**src/rtl/alu_pkg.sv**
```systemverilog
package alu_pkg;
  // Internal operation select codes. The ALU decodes these values.
  typedef enum logic [2:0] {
    SEL_AND  = 3'b000,
    SEL_OR   = 3'b001,
    SEL_ADD  = 3'b010,
    SEL_RSV3 = 3'b011,
    SEL_RSV4 = 3'b100,
    SEL_RSV5 = 3'b101,
    SEL_SUB  = 3'b110,
    SEL_SLT  = 3'b111
  } op_sel_e;

  // Operation class from main control.
  typedef enum logic [1:0] {
    CLS_ADD  = 2'b00,
    CLS_SUB  = 2'b01,
    CLS_FUNC = 2'b10,
    CLS_RSV  = 2'b11
  } op_cls_e;

  localparam int FUNC_W = 6;
  localparam logic [FUNC_W-1:0] FN_ADD = 6'b100000;
  localparam logic [FUNC_W-1:0] FN_SUB = 6'b100010;
  localparam logic [FUNC_W-1:0] FN_AND = 6'b100100;
  localparam logic [FUNC_W-1:0] FN_OR  = 6'b100101;
  localparam logic [FUNC_W-1:0] FN_SLT = 6'b101010;
endpackage

```
**src/rtl/alu_op_decoder.sv**
```systemverilog
module alu_op_decoder
  import alu_pkg::*;
(
  input  logic [1:0]        cls,
  input  logic [FUNC_W-1:0] func,
  output op_sel_e           sel,
  output logic              bad
);
  always_comb begin
    sel = SEL_RSV3;
    bad = 1'b0;
    unique case (op_cls_e'(cls))
      CLS_ADD:  sel = SEL_ADD;
      CLS_SUB:  sel = SEL_SUB;
      CLS_FUNC: begin
        unique case (func)
          FN_ADD:  sel = SEL_ADD;
          FN_SUB:  sel = SEL_SUB;
          FN_AND:  sel = SEL_AND;
          FN_OR:   sel = SEL_OR;
          FN_SLT:  sel = SEL_SLT;
          default: begin sel = SEL_RSV3; bad = 1'b1; end
        endcase
      end
      default: begin sel = SEL_RSV3; bad = 1'b1; end
    endcase
  end

  // a flagged decode must always hand the ALU a reserved code.
  always_comb begin
    if (bad) begin
      p_bad_gives_reserved_r8: assert (sel == SEL_RSV3 || sel == SEL_RSV4 || sel == SEL_RSV5);
    end
  end
endmodule

```
**src/rtl/alu_core.sv**
```systemverilog
module alu_core
  import alu_pkg::*;
#(
  parameter int DATA_W = 32
) (
  input  logic [DATA_W-1:0] a,
  input  logic [DATA_W-1:0] b,
  input  op_sel_e           sel,
  output logic [DATA_W-1:0] y,
  output logic              inv
);
  logic [DATA_W-1:0] sum_w, dif_w;
  logic              lt_w;

  assign sum_w = a + b;
  assign dif_w = a - b;
  assign lt_w  = $signed(a) < $signed(b);

  always_comb begin
    y   = '0;
    inv = 1'b0;
    case (sel)
      SEL_AND: y = a & b;
      SEL_OR:  y = a | b;
      SEL_ADD: y = sum_w;
      SEL_SUB: y = dif_w;
      SEL_SLT: y = {{(DATA_W-1){1'b0}}, lt_w};
      default: begin y = '0; inv = 1'b1; end
    endcase
  end

  // a compare result never has upper bits set.
  always_comb begin
    if (sel == SEL_SLT) begin
      p_slt_upper_clear_r6: assert (y[DATA_W-1:1] == '0);
    end
  end
endmodule

```
**src/rtl/exu_alu.sv**
```systemverilog
module exu_alu
  import alu_pkg::*;
#(
  parameter int DATA_W = 32
) (
  input  logic              clk,
  input  logic              rst,
  input  logic [1:0]        alu_class,
  input  logic [5:0]        func,
  input  logic [DATA_W-1:0] opa,
  input  logic [DATA_W-1:0] opb,
  output logic [DATA_W-1:0] res_q,
  output logic              zero_q,
  output logic              invalid_q
);
  op_sel_e           sel_w;
  logic              dec_bad_w;
  logic [DATA_W-1:0] y_w;
  logic              inv_w;

  alu_op_decoder u_dec (
    .cls  (alu_class),
    .func (func),
    .sel  (sel_w),
    .bad  (dec_bad_w)
  );

  alu_core #(.DATA_W(DATA_W)) u_core (
    .a   (opa),
    .b   (opb),
    .sel (sel_w),
    .y   (y_w),
    .inv (inv_w)
  );

  always_ff @(posedge clk) begin
    if (rst) begin
      res_q     <= '0;
      zero_q    <= 1'b1;
      invalid_q <= 1'b0;
    end else begin
      res_q     <= y_w;
      zero_q    <= ~inv_w & (y_w == '0);
      invalid_q <= inv_w;
    end
  end

  // a rejected operation leaves a cleared result and no zero flag.
  p_invalid_clears_r7: assert property (@(posedge clk) disable iff (rst)
    invalid_q |-> (res_q == '0 && !zero_q));

  // the reserved class is always reported as invalid.
  p_reserved_class_r7: assert property (@(posedge clk) disable iff (rst)
    (alu_class == 2'b11) |=> invalid_q);

  // the decoder's rejection reaches the ALU's invalid flag.
  p_decode_reject_r8: assert property (@(posedge clk) disable iff (rst)
    dec_bad_w |-> inv_w);

  // class 0 adds.
  p_class_add_r2: assert property (@(posedge clk) disable iff (rst)
    (alu_class == 2'b00) |=> (res_q == $past(opa) + $past(opb) && !invalid_q));

  // the zero flag tracks a valid result.
  p_zero_flag_r9: assert property (@(posedge clk) disable iff (rst)
    !invalid_q |-> (zero_q == (res_q == '0)));
endmodule

```
**config.mk**
```make
export PLATFORM = sky130hd
export DESIGN_NAME = exu_alu
export DESIGN_NICKNAME = d
export VERILOG_FILES = /design/src/rtl/alu_pkg.sv /design/src/rtl/alu_op_decoder.sv /design/src/rtl/alu_core.sv /design/src/rtl/exu_alu.sv
export SDC_FILE = /design/constraint.sdc
export NUM_CORES = 1
export LEC_CHECK = 0
export ABC_AREA = 1
export BUFFER_PORTS_ARGS = -buffer_cell sky130_fd_sc_hd__buf_2
export CORE_UTILIZATION = 40
export CTS_CLUSTER_SIZE = 16
export DETAILED_ROUTE_END_ITERATION = 12
export GPL_TIMING_DRIVEN = 0
export PLACE_DENSITY = 0.65
export SLEW_MARGIN = 30
export SYNTH_ARGS = -nofsm -noshare
export SYNTH_HDL_FRONTEND = slang
export SYNTH_HIERARCHICAL = 1
export SYNTH_SLANG_ARGS = --single-unit
```
**constraint.sdc**
```tcl
create_clock -name clk -period 2.3 [get_ports clk]
set_input_delay 0.23 -clock clk [delete_from_list [all_inputs] [get_ports clk]]
set_output_delay 0.23 -clock clk [all_outputs]
set_load 0.01 [all_outputs]
```
==> impl_metrics.tcl, run 1 <==
set metrics [dict create \
    outcome "complete, but fails checks" \
    violations "setup timing" \
    grt_pass1_vias 8140 \
    utilization_pct 54.6 \
    switching_share_pct 48.0 \
    hold_viol 0 \
    coreArea_mm2 0.0195 \
    crit_arrival_ns 2.52 \
    max_slew_margin_pct 73.9 \
    drv_cap 0 \
    drc 0 \
    core.rowCount 51 \
    power_frac_comb_pct 66.0 \
    drive_gt1_share_pct 31.7 \
    initial_core_util_pct 40.9 \
    antenna_found_initial 0 \
    syn_nets 1673 \
    io_buffer_count 106 \
    clk_pin_slew_ns 0.05 \
    critPathCaptureType "register" \
    cts_tree "yes" \
    switchingPower_mw 1.81 \
    p_per_area_mw_per_mm2 353 \
    hpwlAfterDp_um 23700 \
    drv_slew 0 \
    syn-cell-area_mm2 0.00799 \
    fmax_mhz 425 \
    overflow 0 \
    cts_buffers 5 \
    viasPerCell 4.95 \
    min_period_ns 2.36 \
    avgSynthCellArea_um2 5.33 \
    worst_pin_slew_ns 0.389 \
    grt.total_usage_pct 27.5 \
    dr.pass1.iters 5 \
    die_h_um 143 \
    cts_max_level 2 \
    die_w_um 143 \
    num_io_pins 108 \
    vias 9503 \
    internal_power_mw 1.95 \
    areaGrowthSynthToFinish_pct 33.5 \
    cts_root_buf "clkbuf_16" \
    drt-initial-drc-count 752 \
    clk_path_buf_depth 2 \
    seqPwrFrac_pct 17.0 \
    place_worst_setup_slack_ns -0.889 \
    cp.required_ns 2.47 \
    totalWireLength_um 28700 \
    clkPwrFrac_pct 16.9 \
    p_leak_nw 6.06 \
    routedWlPerCell_um 15.0 \
    rsz0062_at_grt "true" \
    yosys_warnings 6 \
    clock_sinks 34 \
    gp_congestion 0.972 \
    hold_path_class "input pin to register" \
    layout.nets 1830 \
    n_antenna_cell 0 \
    synthCells 1498 \
    start_kind "input pin" \
    ant_nets 0 \
    setup_violations 1 \
    max-vdd-ir-drop_mv 0.259 \
    grt_pass1_wl_um 43000 \
    grt_start_max_net_pins 11 \
    holdBufCountCts 0 \
    dieArea_mm2 0.0205 \
    path_max_fanout 10 \
    crit_type "input pin to register" \
    fin_crit_sh_pct 102 \
    setup_ws_ns -0.0556 \
    fillers 2083 \
]
final timing paths:
| kind | startpoint | end | slack [ns] | cells after the start |
|---|---|---|---|---|
| setup / recovery | func[3] | zero_q | -0.06 | 15 |
| hold / removal | rst | res_q[31] | 0.22 | 2 |
power by group through the flow:
| stage | combinational, mW | clock [mW] | sequential, mW |
|---|---|---|---|
| 2_1_floorplan | 1.32 | 0 | 0.678 |
| 4_1_cts | 2.05 | 0.652 | 0.642 |
| 5_1_grt | 2.72 | 0.673 | 0.645 |
| 3_3_place_gp | 1.90 | 0 | 0.652 |
| 3_5_place_dp | 1.92 | 0 | 0.652 |
| 6_report | 2.48 | 0.637 | 0.641 |
cell usage in the layout, fill, tap and decap left out, types with 5 or more instances in the layout:
cell         n
inv_4        7
a21oi_4      6
a31oi_1      8
nand3_1     80
ha_1        84
buf_2      114
o21ai_1      5
a21oi_2     22
nor2_4      39
nand2_4     23
nor2_1     120
inv_2       29
clkbuf_16    5
nor2_2      36
nand2_1    363
buf_4       48
o22ai_1     20
buf_6       18
nand3_4      7
nand2_2     95
a21oi_1     32
dfxtp_1     34
nor3_4       6
o21ai_0     18
nand3_2     14
nand4_1     18
inv_1      325
ha_4        15
flip-flops by register name, indices dropped and copies added (netlist names):
name	count
zero_q	1
invalid_q	1
res_q	32
critical path, cell delays in order:
cell,delay [ns]
buf_2,0.10
nor2_1,0.12
nand3_2,0.10
or3_4,0.39
nor2_4,0.14
nand2_4,0.17
clkbuf_4,0.27
o22ai_1,0.20
inv_1,0.10
a31oi_1,0.34
nor2_1,0.09
nand4_2,0.10
nor2_1,0.05
nand2_1,0.06
nand2_1,0.04
metal layers:
layer / vias up / global-route usage (%) / wire [um]
met5: - / 0 / 0
met4: 0 / 7.00 / 706
met2: 364 / 44.2 / 12400
li1: 4823 / - / -
met3: 42 / 2.00 / 2270
met1: 4274 / 39.5 / 13300
area by class of cell:
class / count / area (um^2) / area share [%]
timing repair buffer: 151 / 880 / 8.25
tap: 265 / 332 / 3.11
inverter: 365 / 1400 / 13.1
clock inverter: 1 / 5.00 / 0.0469
clock buffer: 7 / 143 / 1.34
buffer: 39 / 374 / 3.51
multi-input combinational: 1059 / 6850 / 64.2
sequential: 34 / 681 / 6.38
stage by stage:
step / total power, mW / hold slack (ns) / TNS, ns / instances / instance area, um^2
after floorplan: 1.99 / 0.446 / 0 / 1498 / 7990
after global placement: 2.55 / 0.496 / -13.96 / 1869 / 8850
after detailed placement: 2.57 / 0.497 / -14.28 / 1869 / 8850
after CTS: 3.34 / 0.214 / -0.0202 / 1889 / 9430
after global routing: 4.03 / 0.229 / -0.157 / 1921 / 10700
final: 3.76 / 0.216 / -0.0556 / 1921 / 10700
what timing repair did:
item                       in CTS  in global routing
pin swaps                      21                 84
setup buffers                  11                 31
hold endpoints to repair        0                  0
resized for setup             102                270
cloned                          1                  2
setup endpoints to repair      31                  4
No activity file was read; power rests on OpenSTA's default activity.
==> run 2: changes to the inputs <==
--- a/config.mk
+++ b/config.mk
@@ -7,4 +7,4 @@
 export LEC_CHECK = 0
-export ABC_AREA = 1
 export BUFFER_PORTS_ARGS = -buffer_cell sky130_fd_sc_hd__buf_2
+export CORE_MARGIN = 2
 export CORE_UTILIZATION = 40
@@ -13,3 +13,3 @@
 export GPL_TIMING_DRIVEN = 0
-export PLACE_DENSITY = 0.65
+export PLACE_DENSITY = 0.67
 export SLEW_MARGIN = 30
==> constraint.sdc (replaced) <==
create_clock -name clk -period 2.3 [get_ports clk]
set_input_delay 0.46 -clock clk [delete_from_list [all_inputs] [get_ports clk]]
set_output_delay 0.46 -clock clk [all_outputs]
set_load 0.01 [all_outputs]
==> impl_metrics.tcl, run 2 <==
set metrics [dict create \
    layout.nets 1153 \
    viasPerCell 5.69 \
    path_max_fanout 6 \
    total_power_mw 3.40 \
    grt_start_max_net_pins 12 \
    crit_type "input pin to register" \
    clock_sinks 34 \
    p_per_area_mw_per_mm2 410 \
    max_slew_margin_pct 55.1 \
    clk_pin_slew_ns 0.06 \
    ant_nets 0 \
    drt-initial-drc-count 717 \
    gp_congestion 0.945 \
    setup_violations 29 \
    syn-cell-area_mm2 0.00593 \
    critPathCaptureType "register" \
    cts_max_level 2 \
    cp_cell_sequence "buf_2 > inv_2 > ha_4 > or3_4 > or3_4 > o41a_1 > a31oi_4 > a21oi_4 > o31a_1 > o21ai_2 > nand3_2 > nor4_2 > nand4_1 > o31ai_2" \
    crit_path_start "opb[22]" \
    cp.required_ns 2.49 \
    grt_pass1_vias 6063 \
    max-vdd-ir-drop_mv 0.278 \
    avgSynthCellArea_um2 7.24 \
    dieArea_mm2 0.0158 \
    fin_area_mm2 0.00828 \
    holdBufCountCts 0 \
    drc 0 \
    syn_nets 994 \
    synthCells 819 \
    top_register "res_q" \
    antenna_found_initial 0 \
    crit_cells 14 \
    crit_path_max_incr_delay_ns 0.44 \
    drv_slew 0 \
    hold_path_class "input pin to register" \
    min_period_ns 3.56 \
    io_buffer_count 107 \
    core.rowCount 44 \
    stdcell_count 1163 \
    holdWs_ns 0.460 \
    cts_tree "yes" \
    final_cell_mix "buf_2 (108), inv_1 (100), ha_1 (85)" \
    dr.pass1.iters 6 \
    vias 6622 \
    grt.total_usage_pct 24.8 \
    die_w_um 126 \
    crit_arrival_ns 3.74 \
    initial_core_util_pct 40.9 \
    coreArea_mm2 0.0145 \
    setup_ws_ns -1.26 \
    fin_crit_sh_pct 155 \
    dp.cells 1110 \
    hold_viol 0 \
    final_common_cell "buf_2" \
    violations "setup timing" \
    top_regs "res_q x32, invalid_q x1, zero_q x1" \
    hpwlAfterDp_um 15700 \
    crit_buf_inv 2 \
    drive_gt1_share_pct 36.4 \
    p_leak_nw 3.82 \
    place_worst_setup_slack_ns -1.81 \
    outcome "complete, but fails checks" \
    slowest_stage "o41a_1" \
    totalWireLength_um 20800 \
    rsz0062_at_grt "true" \
    cts_buffers 5 \
    start_kind "input pin" \
    grt_pass1_wl_um 31900 \
    cts_root_buf "clkbuf_16" \
    routedWlPerCell_um 17.8 \
    n_antenna_cell 0 \
    crit_top_cell "or3_4" \
    drv_cap 0 \
    crit_end "zero_q" \
    clk_path_buf_depth 2 \
    fmax_mhz 281 \
    yosys_warnings 6 \
    areaGrowthSynthToFinish_pct 39.8 \
    die_h_um 126 \
    overflow 0 \
    post_dp_cell_area_mm2 0.00700 \
    num_io_pins 108 \
    crit_family "compound AO/OA/AOI/OAI gates" \
    worst_pin_slew_ns 0.674 \
    largest_register_ffs 32 \
]
## run 2: metal layers
metal / track usage [%] / routed length (um) / vias to the layer above
met5: 0 / 0 / -
met4: 7.25 / 641 / 0
met3: 2.85 / 1590 / 51
met2: 40.4 / 9400 / 341
met1: 34.6 / 9130 / 3064
li1: - / - / 3166
## run 2: power by group
part           switching (mW)  internal (mW)
Clock                   0.261          0.511
Sequential            0.00873          0.627
Combinational            1.11          0.874
## run 2: worst min path at each step
stage / start / endpoint / slack [ns] / cells after the start
floorplan: rst / invalid_q / 0.53 / 1
global placement: rst / res_q[31] / 0.75 / 2
detailed placement: rst / invalid_q / 0.76 / 2
CTS: rst / res_q[28] / 0.46 / 2
global route: rst / invalid_q / 0.46 / 2
finish: rst / res_q[28] / 0.46 / 2
## run 2: cell type report
cell class / instances / area [um^2]
clock buffers: 6 / 129
fillers: 1343 / 6190
flip-flops and latches: 34 / 681
multi-input cells: 629 / 5480
clock inverters: 2 / 37.5
well taps: 184 / 230
repair buffers: 155 / 952
plain buffers: 37 / 297
inverters: 116 / 475
## run 2: metrics by stage
| stage | setup TNS (ns) | util, % |
|---|---|---|
| after floorplan | -9.00 | - |
| final | -15.29 | 57.2 |
| after detailed placement | -31.68 | 48.3 |
| after global placement | -31.79 | 48.3 |
| after CTS | -14.02 | 53.7 |
| after global routing | -17.93 | 57.2 |
## run 2: what timing repair did
item | 4_1_cts | 5_1_grt
gates cloned | 0 | 1
setup buffers | 17 | 30
endpoints found under the setup margin | 34 | 32
pin swaps | 55 | 69
gates resized for setup | 106 | 80
